$ cat src/rtl/opk_pkg.sv
// Shared types of the opcode packer.
// Assumes: nothing beyond the field codes listed in the brief.
package opk_pkg;

    // configuration field selector codes
    typedef enum logic [2:0] {
        CF_NIN    = 3'd0,
        CF_NOUT   = 3'd1,
        CF_INREG  = 3'd2,
        CF_OUTREG = 3'd3,
        CF_NEED   = 3'd4,
        CF_LAT    = 3'd5
    } cfg_sel_e;

    // sequencer state
    typedef enum logic {
        ST_IDLE = 1'b0,
        ST_RUN  = 1'b1
    } pk_state_e;

endpackage

$ cat src/rtl/gpk_desc_table.sv
// Descriptor storage: one graph description per context.
// Each entry holds the source and result counts, the source registers in need
// order, the result registers in completion order with each result's
// required-source count, and latency entries indexed by sources encoded.
// Assumes: written counts do not exceed MAX_GR (larger values are clamped).
// The table has no reset; contents persist across reset.
module gpk_desc_table #(
    parameter int NUM_CTX = 32,
    parameter int MAX_GR  = 8,
    parameter int REG_W   = 5,
    parameter int LAT_W   = 4,
    parameter int CFG_DW  = 8,
    localparam int CTX_W  = (NUM_CTX > 1) ? $clog2(NUM_CTX) : 1,
    localparam int CNT_W  = $clog2(MAX_GR + 1)
) (
    input  logic                clk,
    input  logic                wr_en,
    input  logic [CTX_W-1:0]    wr_ctx,
    input  logic [2:0]          wr_sel,
    input  logic [CNT_W-1:0]    wr_idx,
    input  logic [CFG_DW-1:0]   wr_data,
    input  logic [CTX_W-1:0]    rd_ctx,
    output logic [CNT_W-1:0]    rd_n_in,
    output logic [CNT_W-1:0]    rd_n_out,
    output logic [REG_W-1:0]    rd_in_reg  [MAX_GR],
    output logic [REG_W-1:0]    rd_out_reg [MAX_GR],
    output logic [CNT_W-1:0]    rd_need    [MAX_GR],
    output logic [LAT_W-1:0]    rd_lat     [MAX_GR+1]
);
    import opk_pkg::*;

    localparam int IDX_W = (MAX_GR > 1) ? $clog2(MAX_GR) : 1;
    localparam logic [CNT_W-1:0] GR_C = CNT_W'(MAX_GR);

    logic [CNT_W-1:0] n_in_q   [NUM_CTX];
    logic [CNT_W-1:0] n_out_q  [NUM_CTX];
    logic [REG_W-1:0] in_reg_q [NUM_CTX][MAX_GR];
    logic [REG_W-1:0] out_reg_q[NUM_CTX][MAX_GR];
    logic [CNT_W-1:0] need_q   [NUM_CTX][MAX_GR];
    logic [LAT_W-1:0] lat_q    [NUM_CTX][MAX_GR+1];

    cfg_sel_e         sel;
    logic [CNT_W-1:0] cnt_val;
    logic             idx_ok;

    // decode the write: field code, clamped count value, element range check
    always_comb begin
        sel     = cfg_sel_e'(wr_sel);
        cnt_val = (wr_data[CNT_W-1:0] > GR_C) ? GR_C : wr_data[CNT_W-1:0];
        idx_ok  = (wr_idx < GR_C);
    end

    // store one field of one context per write strobe
    always_ff @(posedge clk) begin
        if (wr_en) begin
            case (sel)
                CF_NIN:    n_in_q[wr_ctx] <= cnt_val;
                CF_NOUT:   n_out_q[wr_ctx] <= cnt_val;
                CF_INREG:  if (idx_ok) in_reg_q[wr_ctx][wr_idx[IDX_W-1:0]] <= wr_data[REG_W-1:0];
                CF_OUTREG: if (idx_ok) out_reg_q[wr_ctx][wr_idx[IDX_W-1:0]] <= wr_data[REG_W-1:0];
                CF_NEED:   if (idx_ok) need_q[wr_ctx][wr_idx[IDX_W-1:0]] <= cnt_val;
                CF_LAT:    if (wr_idx <= GR_C) lat_q[wr_ctx][wr_idx] <= wr_data[LAT_W-1:0];
                default:   ;
            endcase
        end
    end

    // present the whole descriptor of the selected context
    always_comb begin
        rd_n_in  = n_in_q[rd_ctx];
        rd_n_out = n_out_q[rd_ctx];
        for (int i = 0; i < MAX_GR; i++) begin
            rd_in_reg[i]  = in_reg_q[rd_ctx][i];
            rd_out_reg[i] = out_reg_q[rd_ctx][i];
            rd_need[i]    = need_q[rd_ctx][i];
        end
        for (int k = 0; k <= MAX_GR; k++) begin
            rd_lat[k] = lat_q[rd_ctx][k];
        end
    end

endmodule

$ cat src/rtl/gpk_op_former.sv
// Combinational opcode former. From the descriptor and the two progress
// pointers it builds the next opcode: source slots, result slots, latency,
// final flag and the advanced pointers.
// Assumes: in_ptr <= n_in <= MAX_GR and out_ptr <= n_out <= MAX_GR.
module gpk_op_former #(
    parameter int MAX_GR    = 8,
    parameter int MAX_IN    = 3,
    parameter int MAX_OUT1  = 1,
    parameter int MAX_OUT2  = 2,
    parameter int REG_W     = 5,
    parameter int LAT_W     = 4,
    localparam int CNT_W     = $clog2(MAX_GR + 1),
    localparam int OUT_SLOTS = (MAX_OUT1 > MAX_OUT2) ? MAX_OUT1 : MAX_OUT2
) (
    input  logic [CNT_W-1:0]           n_in,
    input  logic [CNT_W-1:0]           n_out,
    input  logic [REG_W-1:0]           in_reg  [MAX_GR],
    input  logic [REG_W-1:0]           out_reg [MAX_GR],
    input  logic [CNT_W-1:0]           need    [MAX_GR],
    input  logic [LAT_W-1:0]           lat_tab [MAX_GR+1],
    input  logic [CNT_W-1:0]           in_ptr,
    input  logic [CNT_W-1:0]           out_ptr,
    output logic [MAX_IN*REG_W-1:0]    f_in_reg,
    output logic [MAX_IN-1:0]          f_in_vld,
    output logic [OUT_SLOTS*REG_W-1:0] f_out_reg,
    output logic [OUT_SLOTS-1:0]       f_out_vld,
    output logic [LAT_W-1:0]           f_lat,
    output logic                       f_last,
    output logic [CNT_W-1:0]           nxt_in_ptr,
    output logic [CNT_W-1:0]           nxt_out_ptr
);
    localparam int SW    = CNT_W + 1;
    localparam int IDX_W = (MAX_GR > 1) ? $clog2(MAX_GR) : 1;

    logic          has_in;
    logic [SW-1:0] in_left;
    logic [SW-1:0] take;
    logic [SW-1:0] new_in_w;
    logic [SW-1:0] ocnt;
    logic [SW-1:0] new_out_w;

    // source slots: next group of sources in need order
    always_comb begin
        logic [SW-1:0] idx;
        has_in  = (in_ptr < n_in);
        in_left = {1'b0, n_in} - {1'b0, in_ptr};
        if (!has_in)                    take = '0;
        else if (in_left > SW'(MAX_IN)) take = SW'(MAX_IN);
        else                            take = in_left;
        new_in_w = {1'b0, in_ptr} + take;
        f_in_vld = '0;
        f_in_reg = '0;
        for (int i = 0; i < MAX_IN; i++) begin
            idx = {1'b0, in_ptr} + SW'(i);
            if (SW'(i) < take) begin
                f_in_vld[i] = 1'b1;
                f_in_reg[i*REG_W +: REG_W] = in_reg[idx[IDX_W-1:0]];
            end
        end
    end

    // result slots: contiguous ready results, capped by the opcode kind
    always_comb begin
        logic [SW-1:0] idx;
        logic          run;
        logic          ok;
        int            limit;
        limit     = has_in ? MAX_OUT1 : MAX_OUT2;
        run       = 1'b1;
        ocnt      = '0;
        f_out_vld = '0;
        f_out_reg = '0;
        for (int j = 0; j < OUT_SLOTS; j++) begin
            idx = {1'b0, out_ptr} + SW'(j);
            ok  = run && (j < limit) && (idx < {1'b0, n_out});
            if (ok && has_in) begin
                ok = ({1'b0, need[idx[IDX_W-1:0]]} <= new_in_w);
            end
            if (ok) begin
                f_out_vld[j] = 1'b1;
                f_out_reg[j*REG_W +: REG_W] = out_reg[idx[IDX_W-1:0]];
            end
            ocnt = ocnt + {{(SW-1){1'b0}}, ok};
            run  = ok;
        end
        new_out_w = {1'b0, out_ptr} + ocnt;
    end

    // latency tag, completion flag and advanced pointers
    always_comb begin
        f_lat       = has_in ? lat_tab[new_in_w[CNT_W-1:0]] : LAT_W'(1);
        f_last      = (new_in_w == {1'b0, n_in}) && (new_out_w == {1'b0, n_out});
        nxt_in_ptr  = new_in_w[CNT_W-1:0];
        nxt_out_ptr = new_out_w[CNT_W-1:0];
    end

    // assertion R11: a source slot is valid only where a source remains
    always_comb begin
        if (has_in) begin
            assert_src_in_range_R11: assert ({1'b0, nxt_in_ptr} <= {1'b0, n_in});
        end
    end

endmodule

$ cat src/rtl/dfg_opcode_packer.sv
// Dataflow-graph opcode packer, top level.
// On a start pulse in idle it latches the context and walks the descriptor,
// presenting one opcode at a time on a valid/ready handshake until the final
// opcode is accepted, then returns to idle.
// Assumes: descriptors are written while idle and describe at most MAX_GR
// sources and MAX_GR results; every result's required count is >= 1 when the
// graph has sources.
module dfg_opcode_packer #(
    parameter int NUM_CTX  = 32,
    parameter int MAX_GR   = 8,
    parameter int MAX_IN   = 3,
    parameter int MAX_OUT1 = 1,
    parameter int MAX_OUT2 = 2,
    parameter int REG_W    = 5,
    parameter int LAT_W    = 4,
    parameter int CFG_DW   = 8,
    localparam int CTX_W     = (NUM_CTX > 1) ? $clog2(NUM_CTX) : 1,
    localparam int CNT_W     = $clog2(MAX_GR + 1),
    localparam int OUT_SLOTS = (MAX_OUT1 > MAX_OUT2) ? MAX_OUT1 : MAX_OUT2
) (
    input  logic                       clk,
    input  logic                       rst_n,
    input  logic                       start,
    input  logic [CTX_W-1:0]           start_ctx,
    input  logic                       cfg_we,
    input  logic [CTX_W-1:0]           cfg_ctx,
    input  logic [2:0]                 cfg_sel,
    input  logic [CNT_W-1:0]           cfg_idx,
    input  logic [CFG_DW-1:0]          cfg_data,
    output logic                       busy,
    output logic                       op_valid,
    input  logic                       op_ready,
    output logic [CTX_W-1:0]           op_ctx,
    output logic [MAX_IN*REG_W-1:0]    op_in_reg,
    output logic [MAX_IN-1:0]          op_in_vld,
    output logic [OUT_SLOTS*REG_W-1:0] op_out_reg,
    output logic [OUT_SLOTS-1:0]       op_out_vld,
    output logic [LAT_W-1:0]           op_lat,
    output logic                       op_last
);
    import opk_pkg::*;

    pk_state_e        state_q;
    logic [CTX_W-1:0] ctx_q;
    logic [CNT_W-1:0] in_ptr_q;
    logic [CNT_W-1:0] out_ptr_q;

    logic [CNT_W-1:0] d_n_in;
    logic [CNT_W-1:0] d_n_out;
    logic [REG_W-1:0] d_in_reg  [MAX_GR];
    logic [REG_W-1:0] d_out_reg [MAX_GR];
    logic [CNT_W-1:0] d_need    [MAX_GR];
    logic [LAT_W-1:0] d_lat     [MAX_GR+1];

    logic [CNT_W-1:0] nxt_in;
    logic [CNT_W-1:0] nxt_out;
    logic             wr_ok;

    // table writes are accepted only while idle
    assign wr_ok = cfg_we && (state_q == ST_IDLE);

    gpk_desc_table #(
        .NUM_CTX(NUM_CTX), .MAX_GR(MAX_GR), .REG_W(REG_W),
        .LAT_W(LAT_W), .CFG_DW(CFG_DW)
    ) u_table (
        .clk       (clk),
        .wr_en     (wr_ok),
        .wr_ctx    (cfg_ctx),
        .wr_sel    (cfg_sel),
        .wr_idx    (cfg_idx),
        .wr_data   (cfg_data),
        .rd_ctx    (ctx_q),
        .rd_n_in   (d_n_in),
        .rd_n_out  (d_n_out),
        .rd_in_reg (d_in_reg),
        .rd_out_reg(d_out_reg),
        .rd_need   (d_need),
        .rd_lat    (d_lat)
    );

    gpk_op_former #(
        .MAX_GR(MAX_GR), .MAX_IN(MAX_IN), .MAX_OUT1(MAX_OUT1),
        .MAX_OUT2(MAX_OUT2), .REG_W(REG_W), .LAT_W(LAT_W)
    ) u_former (
        .n_in       (d_n_in),
        .n_out      (d_n_out),
        .in_reg     (d_in_reg),
        .out_reg    (d_out_reg),
        .need       (d_need),
        .lat_tab    (d_lat),
        .in_ptr     (in_ptr_q),
        .out_ptr    (out_ptr_q),
        .f_in_reg   (op_in_reg),
        .f_in_vld   (op_in_vld),
        .f_out_reg  (op_out_reg),
        .f_out_vld  (op_out_vld),
        .f_lat      (op_lat),
        .f_last     (op_last),
        .nxt_in_ptr (nxt_in),
        .nxt_out_ptr(nxt_out)
    );

    // sequencer: latch context on start, advance pointers on each handshake
    always_ff @(posedge clk) begin
        if (!rst_n) begin
            state_q   <= ST_IDLE;
            ctx_q     <= '0;
            in_ptr_q  <= '0;
            out_ptr_q <= '0;
        end else begin
            case (state_q)
                ST_IDLE: begin
                    if (start) begin
                        ctx_q     <= start_ctx;
                        in_ptr_q  <= '0;
                        out_ptr_q <= '0;
                        state_q   <= ST_RUN;
                    end
                end
                ST_RUN: begin
                    if (op_ready) begin
                        in_ptr_q  <= nxt_in;
                        out_ptr_q <= nxt_out;
                        if (op_last) state_q <= ST_IDLE;
                    end
                end
                default: state_q <= ST_IDLE;
            endcase
        end
    end

    // status and context outputs
    assign busy     = (state_q == ST_RUN);
    assign op_valid = (state_q == ST_RUN);
    assign op_ctx   = ctx_q;

    // a stalled opcode holds every field
    assert_stall_hold_R7: assert property (@(posedge clk) disable iff (!rst_n)
        op_valid && !op_ready |=> op_valid && $stable(op_in_reg) && $stable(op_in_vld)
            && $stable(op_out_reg) && $stable(op_out_vld) && $stable(op_lat)
            && $stable(op_last) && $stable(op_ctx));

    // while busy and not finishing, the graph and its context stay
    assert_start_ignored_R8: assert property (@(posedge clk) disable iff (!rst_n)
        busy && !(op_ready && op_last) |=> busy && $stable(op_ctx));

    // accepting the final opcode returns the block to idle
    assert_end_idle_R6: assert property (@(posedge clk) disable iff (!rst_n)
        op_valid && op_ready && op_last |=> !busy && !op_valid);

    // reset leaves the block idle
    assert_reset_idle_R10: assert property (@(posedge clk)
        !rst_n |=> !busy && !op_valid);

    // source slots fill from slot 0 without gaps
    assert_src_packed_R1: assert property (@(posedge clk) disable iff (!rst_n)
        op_valid |-> ((op_in_vld & (op_in_vld + 1'b1)) == '0));

    // an opcode with sources carries at most MAX_OUT1 results
    assert_out1_cap_R2: assert property (@(posedge clk) disable iff (!rst_n)
        op_valid && (|op_in_vld) |-> ($countones(op_out_vld) <= MAX_OUT1));

    // output-only opcodes carry at most MAX_OUT2 results, packed from slot 0
    assert_out2_cap_R3: assert property (@(posedge clk) disable iff (!rst_n)
        op_valid && !(|op_in_vld) |-> ($countones(op_out_vld) <= MAX_OUT2)
            && ((op_out_vld & (op_out_vld + 1'b1)) == '0));

    // output-only opcodes are tagged with latency 1
    assert_lat_one_R4: assert property (@(posedge clk) disable iff (!rst_n)
        op_valid && !(|op_in_vld) |-> (op_lat == LAT_W'(1)));

endmodule

$ cat config.mk
export PLATFORM = sky130hd
export DESIGN_NAME = dfg_opcode_packer
export DESIGN_NICKNAME = d
export VERILOG_FILES = /design/src/rtl/opk_pkg.sv /design/src/rtl/gpk_desc_table.sv /design/src/rtl/gpk_op_former.sv /design/src/rtl/dfg_opcode_packer.sv
export SDC_FILE = /design/constraint.sdc
export NUM_CORES = 2
export LEC_CHECK = 0
export BUFFER_PORTS_ARGS = -buffer_cell sky130_fd_sc_hd__buf_2
export CAP_MARGIN = 20
export CORE_ASPECT_RATIO = 1.25
export CORE_MARGIN = 2
export CORE_UTILIZATION = 60
export DETAILED_ROUTE_END_ITERATION = 12
export PLACE_DENSITY = 0.76
export SKIP_LAST_GASP = 1
export SLEW_MARGIN = 5
export SYNTH_ARGS = -nofsm -noshare
export SYNTH_HDL_FRONTEND = slang
export SYNTH_MEMORY_MAX_BITS = 65536
export SYNTH_SLANG_ARGS = --single-unit
$ cat constraint.sdc
create_clock -name clk -period 24 [get_ports clk]
set_input_delay 6 -clock clk [delete_from_list [all_inputs] [get_ports clk]]
set_output_delay 6 -clock clk [all_outputs]
set_load 0.05 [all_outputs]
==> results.cfg <==
[run_status]
outcome = finished clean

[routing]
vias = 99930
met3_length_mm = 55.67
top_layer = met5
wl_met1_mm = 171.1
drc = 0
viasPerCell = 6.928
routed_wl_mm = 510.0
drt_iter0_drc = 14600
wl_per_cell_um = 35.35
ant_nets = 0
dr.pass1.iters = 9
dr_wl_met2_mm = 254.8

[clock_tree]
cts.sinks = 5011
clkTransAtPathRegs_ps = 70
ctsHoldBuffers = 0
cts_buffers = 448
cts_max_level = 5
post-cts-setup-buffers = 0
insertion_delay_ps = 950
root_buffer = clkbuf_16
cts_resized = 0
tritoncts = done
clock_path_buffers = 4

[critical_path]
cp-start-kind = flip-flop
critPathMaxFanout = 49
critPathCaptureType = output pin
crit_path_top_delay_cell = nor3_1
critPathArrivalTime_ps = 13460
max_stage_delay_ps = 1010
worstSetupPathType = flip-flop to output pin
cp.required_ps = 18000
cpMostUsedCell = ha_1

[pwr]
power_leakage_nw = 67.05
cellPowerDensity_nw_per_um2 = 83.85
vdd_drop_max_mv = 0.06320

[sta]
fin_tns_setup_ps = 0
final_max_slew_viol_count = 0
fin_crit_ps = 19460
setup_viol = 0
hold_slack_ps = 557.8
tightest_slew_ps = 1240
max_freq_mhz = 51.40
slew_headroom = 0.1498
rsz0062_at_grt = no
hold_viol = 0
skew_ps = 46.46
period_share = 0.8106

[grt]
grt_pass1_wl_mm = 727.0
grt_overflow = 0
grt_pass1_vias = 100900
grt_usage = 0.3041
grt_max_degree = 223
antenna_found_initial = 29

[floorplan]
die_height_um = 646.6
dieArea_um2 = 335000
initial_core_util = 0.6041
core_area_um2 = 328100
num_rows = 235
die_x_um = 518.1
ios = 72

[layout]
final_layout_size_suffix_gt1_frac = 0.2433
finalNonFillerCells = 14420
area_growth_pct = 10.27
nNetsFinal = 9692
final_core_util = 0.6661

[worst_hold_path]
hold_class = flip-flop to flip-flop

[synthesis]
synthCells = 9532
ys_seq_area_frac = 0.7582
async_flop_share = 0
yosys-top-cells-area = edfxtp_1 76%, mux4_2 15%, nor2_1 2.3%, mux2i_1 2.0%, clkbuf_1 0.67%
yosysMostFrequentCell = edfxtp_1
yosys.area.top_type_share = 0.7563
yosys_warnings = 0
synth_area_um2 = 198200
synth_edf_count = 4992
ys.flop_type = edfxtp_1
synth_top_area_cell = edfxtp_1
syn_avg_cell_area_um2 = 20.79
ys_ff_latch = 5011
ys_types = 71
synth_common_cells = 4992 x edfxtp_1, 1357 x mux4_2, 1222 x nor2_1

[place]
dp_hpwl_mm = 292.5
globalplace.congestion = 0.9135
dpl.cell_count = 13560
io_buffers = 68

[flow_run]
maxCapViolCount = 0
[area by class of cell]
class / count / area [um^2]
Multi-Input combinational cell: 3856 / 45110
Inverter: 19 / 96.34
Antenna cell: 28 / 70.07
Clock inverter: 301 / 3226
Timing Repair Buffer: 301 / 2546
Sequential cell: 5011 / 150300
Fill cell: 20060 / 109600
Tap cell: 4384 / 5485
Clock buffer: 524 / 11730
[stage by stage]
step	setup WS [ps]	cell area [um^2]	power (mW)
6_report	4545	218600	18.33
4_1_cts	4877	218200	18.33
2_1_floorplan	8354	198200	10.60
3_3_place_gp	5838	203100	11.09
3_5_place_dp	5982	203200	11.12
5_1_grt	4302	218500	18.70
[where the power goes]
group,switching [mW],internal (mW),leakage (nW)
logic,0.901,0.430,14.6
registers,0.00923,9.62,45.2
clock network,3.17,4.19,7.29
total,4.08,14.2,67.1
[sequential cells by signal (all words and copies together), names as in the netlist, 4 cells and up, named ones only]
register and flops:
u_table.n_out_q 128, u_table.lat_q 1152, op_ctx 5, u_table.n_in_q 128, u_table.in_reg_q 1280, u_table.need_q 1024, in_ptr_q 4, u_table.out_reg_q 1280
out_ptr_q 4
[cell usage in the layout (no fill, tap or decap), types with 92 or more instances in the layout]
master,count
edfxtp_1,4992
mux4_2,1357
nor2_1,1218
clkbuf_16,459
mux2i_1,397
buf_4,200
nand2_1,156
clkinv_1,98
o22ai_1,92
a22oi_1,92
clkinv_2,92
[path summary, 6_finish.rpt]
path | slack (ps) | start | cells after the start | to
hold reg to reg | 560 | in_ptr_q[3] | 2 | in_ptr_q[3]
setup / recovery | 4540 | flip-flop | 32 | op_last
setup reg to reg | 12650 | flip-flop | 31 | busy
hold / removal | 560 | in_ptr_q[3] | 2 | in_ptr_q[3]
[metal layers]
layer	up-vias	track usage
met5	-	0
met4	10	0.1555
met3	1245	0.06520
met2	7172	0.4996
met1	52090	0.3875
li1	39420	-
[cell families after synthesis]
kind of cell / count (synthesis) / share of synthesized area
flops: 5011 / 0.7582
mux: 1798 / 0.1768
simple gates: 1581 / 0.03204
buf+inv: 666 / 0.01588
compound gates: 434 / 0.01473
fa+ha+maj: 25 / 0.001654
xor+xnor: 16 / 0.0007070
other cells: 1 / 0.00001892
[critical path: cells and delay by family, from the launching register on]
family          cells  cell delay (ps)
xor+xnor            3              580
simple gates        7             2520
fa+ha+maj           6             2160
flops               1              770
compound gates      7             2140
buf+inv             8             3980
mux                 1              280
Power figures use the tool's default switching activity.
